===== config.mk =====
export PLATFORM = sky130hd
export DESIGN_NAME = pfd_lock_ctrl
export DESIGN_NICKNAME = d
export VERILOG_FILES = /design/src/rtl/pfd_ctl_pkg.sv /design/src/rtl/pfd_core.sv /design/src/rtl/pfd_lock_det.sv /design/src/rtl/pfd_pump_ctrl.sv /design/src/rtl/pfd_stat_mux.sv /design/src/rtl/pfd_lock_ctrl.sv
export SDC_FILE = /design/constraint.sdc
export NUM_CORES = 1
export LEC_CHECK = 0
export BUFFER_PORTS_ARGS = -buffer_cell sky130_fd_sc_hd__buf_2
export CAP_MARGIN = 20
export CORE_MARGIN = 5
export CORE_UTILIZATION = 35
export CTS_CLUSTER_SIZE = 16
export DETAILED_ROUTE_END_ITERATION = 10
export HOLD_SLACK_MARGIN = 0.05
export PLACE_DENSITY = 0.63
export SLEW_MARGIN = 10
export SYNTH_ARGS = -nofsm -noshare
export SYNTH_HDL_FRONTEND = slang
export SYNTH_HIERARCHICAL = 1
export SYNTH_SLANG_ARGS = --single-unit

===== constraint.sdc =====
create_clock -name clk -period 4 [get_ports clk]
set_clock_uncertainty 0.15 [all_clocks]
set_input_delay 0.2 -clock clk [delete_from_list [all_inputs] [get_ports clk]]
set_output_delay 0.2 -clock clk [all_outputs]
set_load 0.01 [all_outputs]

===== src/rtl/pfd_ctl_pkg.sv =====
package pfd_ctl_pkg;

    // Status pin function select
    typedef enum logic [2:0] {
        STAT_OFF  = 3'd0,
        STAT_LOCK = 3'd1,
        STAT_BOTH = 3'd2,
        STAT_REF  = 3'd3,
        STAT_FB   = 3'd4,
        STAT_FAST = 3'd5
    } stat_mode_e;

endpackage


===== src/rtl/pfd_core.sv =====
module pfd_core #(
    parameter int WIDTH_W = 8
) (
    input  logic               clk,
    input  logic               rst_n,
    input  logic               ref_i,
    input  logic               fb_i,
    input  logic               clr_i,
    output logic               up_o,
    output logic               dn_o,
    output logic               done_o,
    output logic [WIDTH_W-1:0] width_o
);

    localparam logic [WIDTH_W-1:0] WIDTH_MAX = '1;

    typedef struct packed {
        logic               up;
        logic               dn;
        logic [WIDTH_W-1:0] width;
    } core_t;

    core_t st_q, st_d;
    logic  both, single;

    always_comb begin
        both   = st_q.up & st_q.dn;
        single = st_q.up ^ st_q.dn;
        st_d   = st_q;
        if (clr_i) begin
            st_d = '0;
        end else begin
            st_d.up = ref_i | (st_q.up & ~both);
            st_d.dn = fb_i  | (st_q.dn & ~both);
            if (both) begin
                st_d.width = '0;
            end else if (single && st_q.width != WIDTH_MAX) begin
                st_d.width = st_q.width + 1'b1;
            end
        end
    end

    always_ff @(posedge clk or negedge rst_n) begin
        if (!rst_n) st_q <= '0;
        else        st_q <= st_d;
    end

    assign up_o    = st_q.up;
    assign dn_o    = st_q.dn;
    assign done_o  = both;
    assign width_o = st_q.width;

endmodule


===== src/rtl/pfd_lock_det.sv =====
module pfd_lock_det #(
    parameter int WIDTH_W = 8,
    parameter int LOCK_N  = 4
) (
    input  logic               clk,
    input  logic               rst_n,
    input  logic               clr_i,
    input  logic               done_i,
    input  logic [WIDTH_W-1:0] width_i,
    input  logic [WIDTH_W-1:0] win_i,
    output logic               lock_o
);

    localparam int               CNT_W = (LOCK_N > 1) ? $clog2(LOCK_N) : 1;
    localparam logic [CNT_W-1:0] LAST  = CNT_W'(LOCK_N - 1);

    typedef struct packed {
        logic [CNT_W-1:0] cnt;
        logic             lock;
    } det_t;

    det_t st_q, st_d;

    always_comb begin
        st_d = st_q;
        if (clr_i) begin
            st_d = '0;
        end else if (done_i) begin
            if (width_i <= win_i) begin
                if (st_q.cnt >= LAST) st_d.lock = 1'b1;
                else                  st_d.cnt  = st_q.cnt + 1'b1;
            end else begin
                st_d = '0;
            end
        end
    end

    always_ff @(posedge clk or negedge rst_n) begin
        if (!rst_n) st_q <= '0;
        else        st_q <= st_d;
    end

    assign lock_o = st_q.lock;

endmodule


===== src/rtl/pfd_pump_ctrl.sv =====
module pfd_pump_ctrl (
    input  logic clk,
    input  logic rst_n,
    input  logic up_i,
    input  logic dn_i,
    input  logic pol_pos_i,
    input  logic tri_i,
    input  logic cur_hi_i,
    input  logic fast_sel_i,
    input  logic pwdn_i,
    output logic pump_up_o,
    output logic pump_dn_o,
    output logic hiz_o,
    output logic cur_x4_o,
    output logic fl_o,
    output logic pd_o
);

    typedef struct packed {
        logic pd;
        logic cur;
        logic fl;
    } pump_t;

    pump_t st_q, st_d;
    logic  idle;

    always_comb begin
        idle = ~up_i & ~dn_i;
        st_d = st_q;
        // powerdown waits for a quiet or tri-stated pump
        st_d.pd  = pwdn_i & (st_q.pd | idle | tri_i);
        // raising is immediate, lowering waits for a quiet pump
        st_d.cur = cur_hi_i | (st_q.cur & ~idle);
        st_d.fl  = (fast_sel_i & cur_hi_i) | (st_q.fl & ~idle);
    end

    always_ff @(posedge clk or negedge rst_n) begin
        if (!rst_n) st_q <= '0;
        else        st_q <= st_d;
    end

    assign hiz_o     = tri_i | st_q.pd;
    assign pump_up_o = ~hiz_o & (pol_pos_i ? up_i : dn_i);
    assign pump_dn_o = ~hiz_o & (pol_pos_i ? dn_i : up_i);
    assign cur_x4_o  = st_q.cur;
    assign fl_o      = st_q.fl;
    assign pd_o      = st_q.pd;

endmodule


===== src/rtl/pfd_stat_mux.sv =====
module pfd_stat_mux
    import pfd_ctl_pkg::*;
(
    input  logic       clk,
    input  logic       rst_n,
    input  logic [2:0] sel_i,
    input  logic       lock_i,
    input  logic       peer_i,
    input  logic       busy_i,
    input  logic       ref_i,
    input  logic       fb_i,
    input  logic       fl_i,
    output logic       stat_o
);

    typedef struct packed {
        logic stat;
    } stat_t;

    stat_t st_q, st_d;

    always_comb begin
        st_d = st_q;
        case (stat_mode_e'(sel_i))
            STAT_LOCK: st_d.stat = lock_i & ~busy_i;
            STAT_BOTH: st_d.stat = lock_i & peer_i & ~busy_i;
            STAT_REF:  st_d.stat = ref_i;
            STAT_FB:   st_d.stat = fb_i;
            STAT_FAST: st_d.stat = ~fl_i;
            default:   st_d.stat = 1'b0;
        endcase
    end

    always_ff @(posedge clk or negedge rst_n) begin
        if (!rst_n) st_q <= '0;
        else        st_q <= st_d;
    end

    assign stat_o = st_q.stat;

endmodule


===== src/rtl/pfd_lock_ctrl.sv =====
module pfd_lock_ctrl
    import pfd_ctl_pkg::*;
#(
    parameter int WIDTH_W = 8,
    parameter int LOCK_N  = 4
) (
    input  logic               clk,
    input  logic               rst_n,
    input  logic               ref_pulse,
    input  logic               fb_pulse,
    input  logic               pol_pos,
    input  logic               tri_req,
    input  logic               cur_hi,
    input  logic               pwdn_req,
    input  logic [2:0]         stat_sel,
    input  logic [WIDTH_W-1:0] lock_win,
    input  logic               peer_lock,
    output logic               pump_up,
    output logic               pump_dn,
    output logic               pump_hiz,
    output logic               cur_x4,
    output logic               lock,
    output logic               fl_sw,
    output logic               stat_out,
    output logic               pwr_down
);

    logic               pfd_up, pfd_dn, cmp_done;
    logic [WIDTH_W-1:0] cmp_width;
    logic               fast_sel;

    assign fast_sel = (stat_mode_e'(stat_sel) == STAT_FAST);

    pfd_core #(.WIDTH_W(WIDTH_W)) u_core (
        .clk     (clk),
        .rst_n   (rst_n),
        .ref_i   (ref_pulse),
        .fb_i    (fb_pulse),
        .clr_i   (pwr_down),
        .up_o    (pfd_up),
        .dn_o    (pfd_dn),
        .done_o  (cmp_done),
        .width_o (cmp_width)
    );

    pfd_lock_det #(.WIDTH_W(WIDTH_W), .LOCK_N(LOCK_N)) u_lock (
        .clk     (clk),
        .rst_n   (rst_n),
        .clr_i   (pwr_down),
        .done_i  (cmp_done),
        .width_i (cmp_width),
        .win_i   (lock_win),
        .lock_o  (lock)
    );

    pfd_pump_ctrl u_pump (
        .clk        (clk),
        .rst_n      (rst_n),
        .up_i       (pfd_up),
        .dn_i       (pfd_dn),
        .pol_pos_i  (pol_pos),
        .tri_i      (tri_req),
        .cur_hi_i   (cur_hi),
        .fast_sel_i (fast_sel),
        .pwdn_i     (pwdn_req),
        .pump_up_o  (pump_up),
        .pump_dn_o  (pump_dn),
        .hiz_o      (pump_hiz),
        .cur_x4_o   (cur_x4),
        .fl_o       (fl_sw),
        .pd_o       (pwr_down)
    );

    pfd_stat_mux u_stat (
        .clk    (clk),
        .rst_n  (rst_n),
        .sel_i  (stat_sel),
        .lock_i (lock),
        .peer_i (peer_lock),
        .busy_i (pfd_up | pfd_dn),
        .ref_i  (ref_pulse),
        .fb_i   (fb_pulse),
        .fl_i   (fl_sw),
        .stat_o (stat_out)
    );

endmodule


==> out/results.txt <==
Status: completed
Dpl cell area: 1340 um2
Iter 0 DRT Violations: 45
Post-cts resize count: 0
Synth async-reset ratio: 100%
Switch share: 31.7%
# hold bufs at CTS: 8
WL/cell: 12.8 um
Initial antenna violation count: 0
Die Area: 4520 um2
Detailed Place HPWL: 2.03 mm
Cell area after synthesis: 1150 um2
GRT Total Usage: 12.6%
Die X: 67.2 um
Maximum VDD drop: 0.105 mV
Setup TNS: 0 ps
Core area: 3100 um2
Final cell count without fillers: 205
Final Wtd Congestion: 0.769
Tightest Pin Transition: 386 ps
DP Worst Slack: 2130 ps
First-pass GRT wire length: 4.37 mm
Worst Path Max Fanout: 7
CP bufs+invs: 1
Total internal power: 273 uW
Input/output buffers: 27
Fin Hold WS: 203 ps
Synth unique cells: 37
Crit path largest cell delay: 590 ps
HP Class: primary input to flop
Synth warnings: 6
Via/cell ratio: 4.98
Vias: 1020
Sw power: 127 uW
CP cell instances: or2_1 > or3b_1 > a222oi_1 > dlygate4sd3_1
Worst EP arrival: 2190 ps
Ant diodes: 0
RSZ-0062 raised after global routing: false
H-tree Lvls: 1
Vias in the first global route: 975
PD cells: 277 nW/um2
Site Rows: 20
Fin. Hold Viols: 0
Sink Count: 17
Most frequent cells in the layout: buf_2 (27), dfrtp_1 (17), nor2_1 (15), inv_1 (13), ha_1 (13)
Flops & latches, synth: 17
Leakage power: 0.709 nW
CP delay by family, top: simple AND/OR/NAND/NOR gates
Share of cells above drive strength 1: 25.5%
Pre-antenna DRT Iters: 4
Post-CTS setup buffers: 0
WS Path Type: flop to flop
Reg power frac: 50.8%
Fin worst setup slack: 1890 ps
Min Tclk post-route: 2110 ps
Fin. max-slew vios: 0
Final setup viols: 0
Routed Antenna Nets: 0
Fmax: 473 MHz
FF/Latch Area: 425 um2
Mapped Nets: 155
WL final: 2.63 mm
Clock share of power: 22.9%
Largest net degree at the start of global routing: 18
# DRC: 0
Commonest non-fill, non-tap cell in the layout: buf_2
Layout fillers: 316
Post-Syn Instances: 122
Synth Flop Type: dfrtp_1
Congestion Overflow GR: 0
Final Instance Area: 1440 um2
CTS Buf Count: 3
Critical path capture point type: flop
Layout area overhead: 26.0%
Register area share after synthesis: 37.1%
Worst-path clk slew: 100 ps
Final period utilization: 52.9%
CTS root buf: clkbuf_4
Placed Cells: 193
Initial Util: 36.9%
Clock buffer depth: 2
Worst path required time: 4080 ps
Critical-path top delay cell: dlygate4sd3_1
Syn Area/Cell: 9.39 um2
Chip height: 67.2 um
Number of synthesized flops with an enable pin: 0
Max Cap Violations: 0
Worst-Skew Late Latency: 290 ps
Critical Path Source Type: flop
Slew margin rel.: 74.3%
Nets: 195
Multi-input logic area: 672 um2
Comb power frac: 26.3%
CTS tree: done
Ports: 28
## power groups by stage
stage	logic [mW]	clock network [mW]	registers [mW]
CTS	0.107	0.0987	0.204
detailed placement	0.0994	0	0.207
global route	0.121	0.106	0.207
finish	0.105	0.0914	0.203
global placement	0.0943	0	0.207
floorplan	0.0637	0	0.205
## through the flow
stage	util, %	power (mW)
after CTS	46.5	0.409
after floorplan	-	0.269
after detailed placement	43.1	0.306
after global routing	46.5	0.434
after global placement	43.1	0.301
final	46.5	0.400
## metal layers
metal,part of all wire [%],vias up,track usage (%)
met5,0,-,0
met4,0.23,0,1.52
met3,6.5,2,3.00
met2,51,29,24.7
met1,43,471,13.8
li1,-,518,-
## cell families after synthesis
family / after synthesis / synth area share (%)
mux: 2 / 1.75
flops: 17 / 37.1
simple gates: 43 / 21.1
fa+ha+maj: 13 / 14.2
compound gates: 31 / 19.3
xor+xnor: 3 / 2.29
buf+inv: 13 / 4.26
## worst min-delay path: stages
cell and delay, ps:
buf_2 120, and3b_1 160, a22o_1 130
## synthesized netlist by cell type, types with 2 or more instances
| library cell | count | area share, % |
|---|---|---|
| a21oi_1 | 8 | 3.5 |
| nor2_1 | 15 | 4.9 |
| dfrtp_1 | 17 | 37 |
| or2_1 | 2 | 1.1 |
| nand4_1 | 3 | 1.6 |
| o31ai_1 | 2 | 1.3 |
| o21ai_0 | 6 | 2.6 |
| inv_1 | 13 | 4.3 |
| a31oi_1 | 3 | 1.6 |
| nand2_1 | 8 | 2.6 |
| a211oi_1 | 2 | 1.3 |
| xnor2_1 | 3 | 2.3 |
| ha_1 | 13 | 14 |
| mux2i_1 | 2 | 1.7 |
| nor3b_1 | 2 | 1.3 |
| nand3_1 | 2 | 0.87 |
## final timing paths
check                      slack (ps)       startpoint           endpoint  depth (start not counted)
setup / recovery                 1890      u_core/dn_o      u_stat/stat_o                          4
setup reg to reg                 1890      u_core/dn_o      u_stat/stat_o                          4
max in group asynchronous        3200            rst_n  u_core/width_o[7]                          2
hold reg to reg                   330  u_pump/cur_x4_o    u_pump/cur_x4_o                          1
hold / removal                    200      stat_sel[0]        u_pump/fl_o                          3
min in group asynchronous         230            rst_n        u_core/up_o                          2
## cell type report
type,instances,share of cell area [%]
clock buffers,3,1.56
clock inverters,1,0.347
inverters,13,3.38
multi-input cells,92,46.5
flip-flops and latches,17,29.5
well taps,44,3.81
repair buffers,35,14.9
## sequential cells by signal (all words and copies together), names as in the netlist
name and flops:
u_lock/lock_o 1, u_stat/stat_o 1, u_core/width_o 8, u_pump/pd_o 1, u_core/dn_o 1, u_lock/st_q 2, u_core/up_o 1, u_pump/fl_o 1
u_pump/cur_x4_o 1
Note: power is estimated with default switching activity, not from simulation.
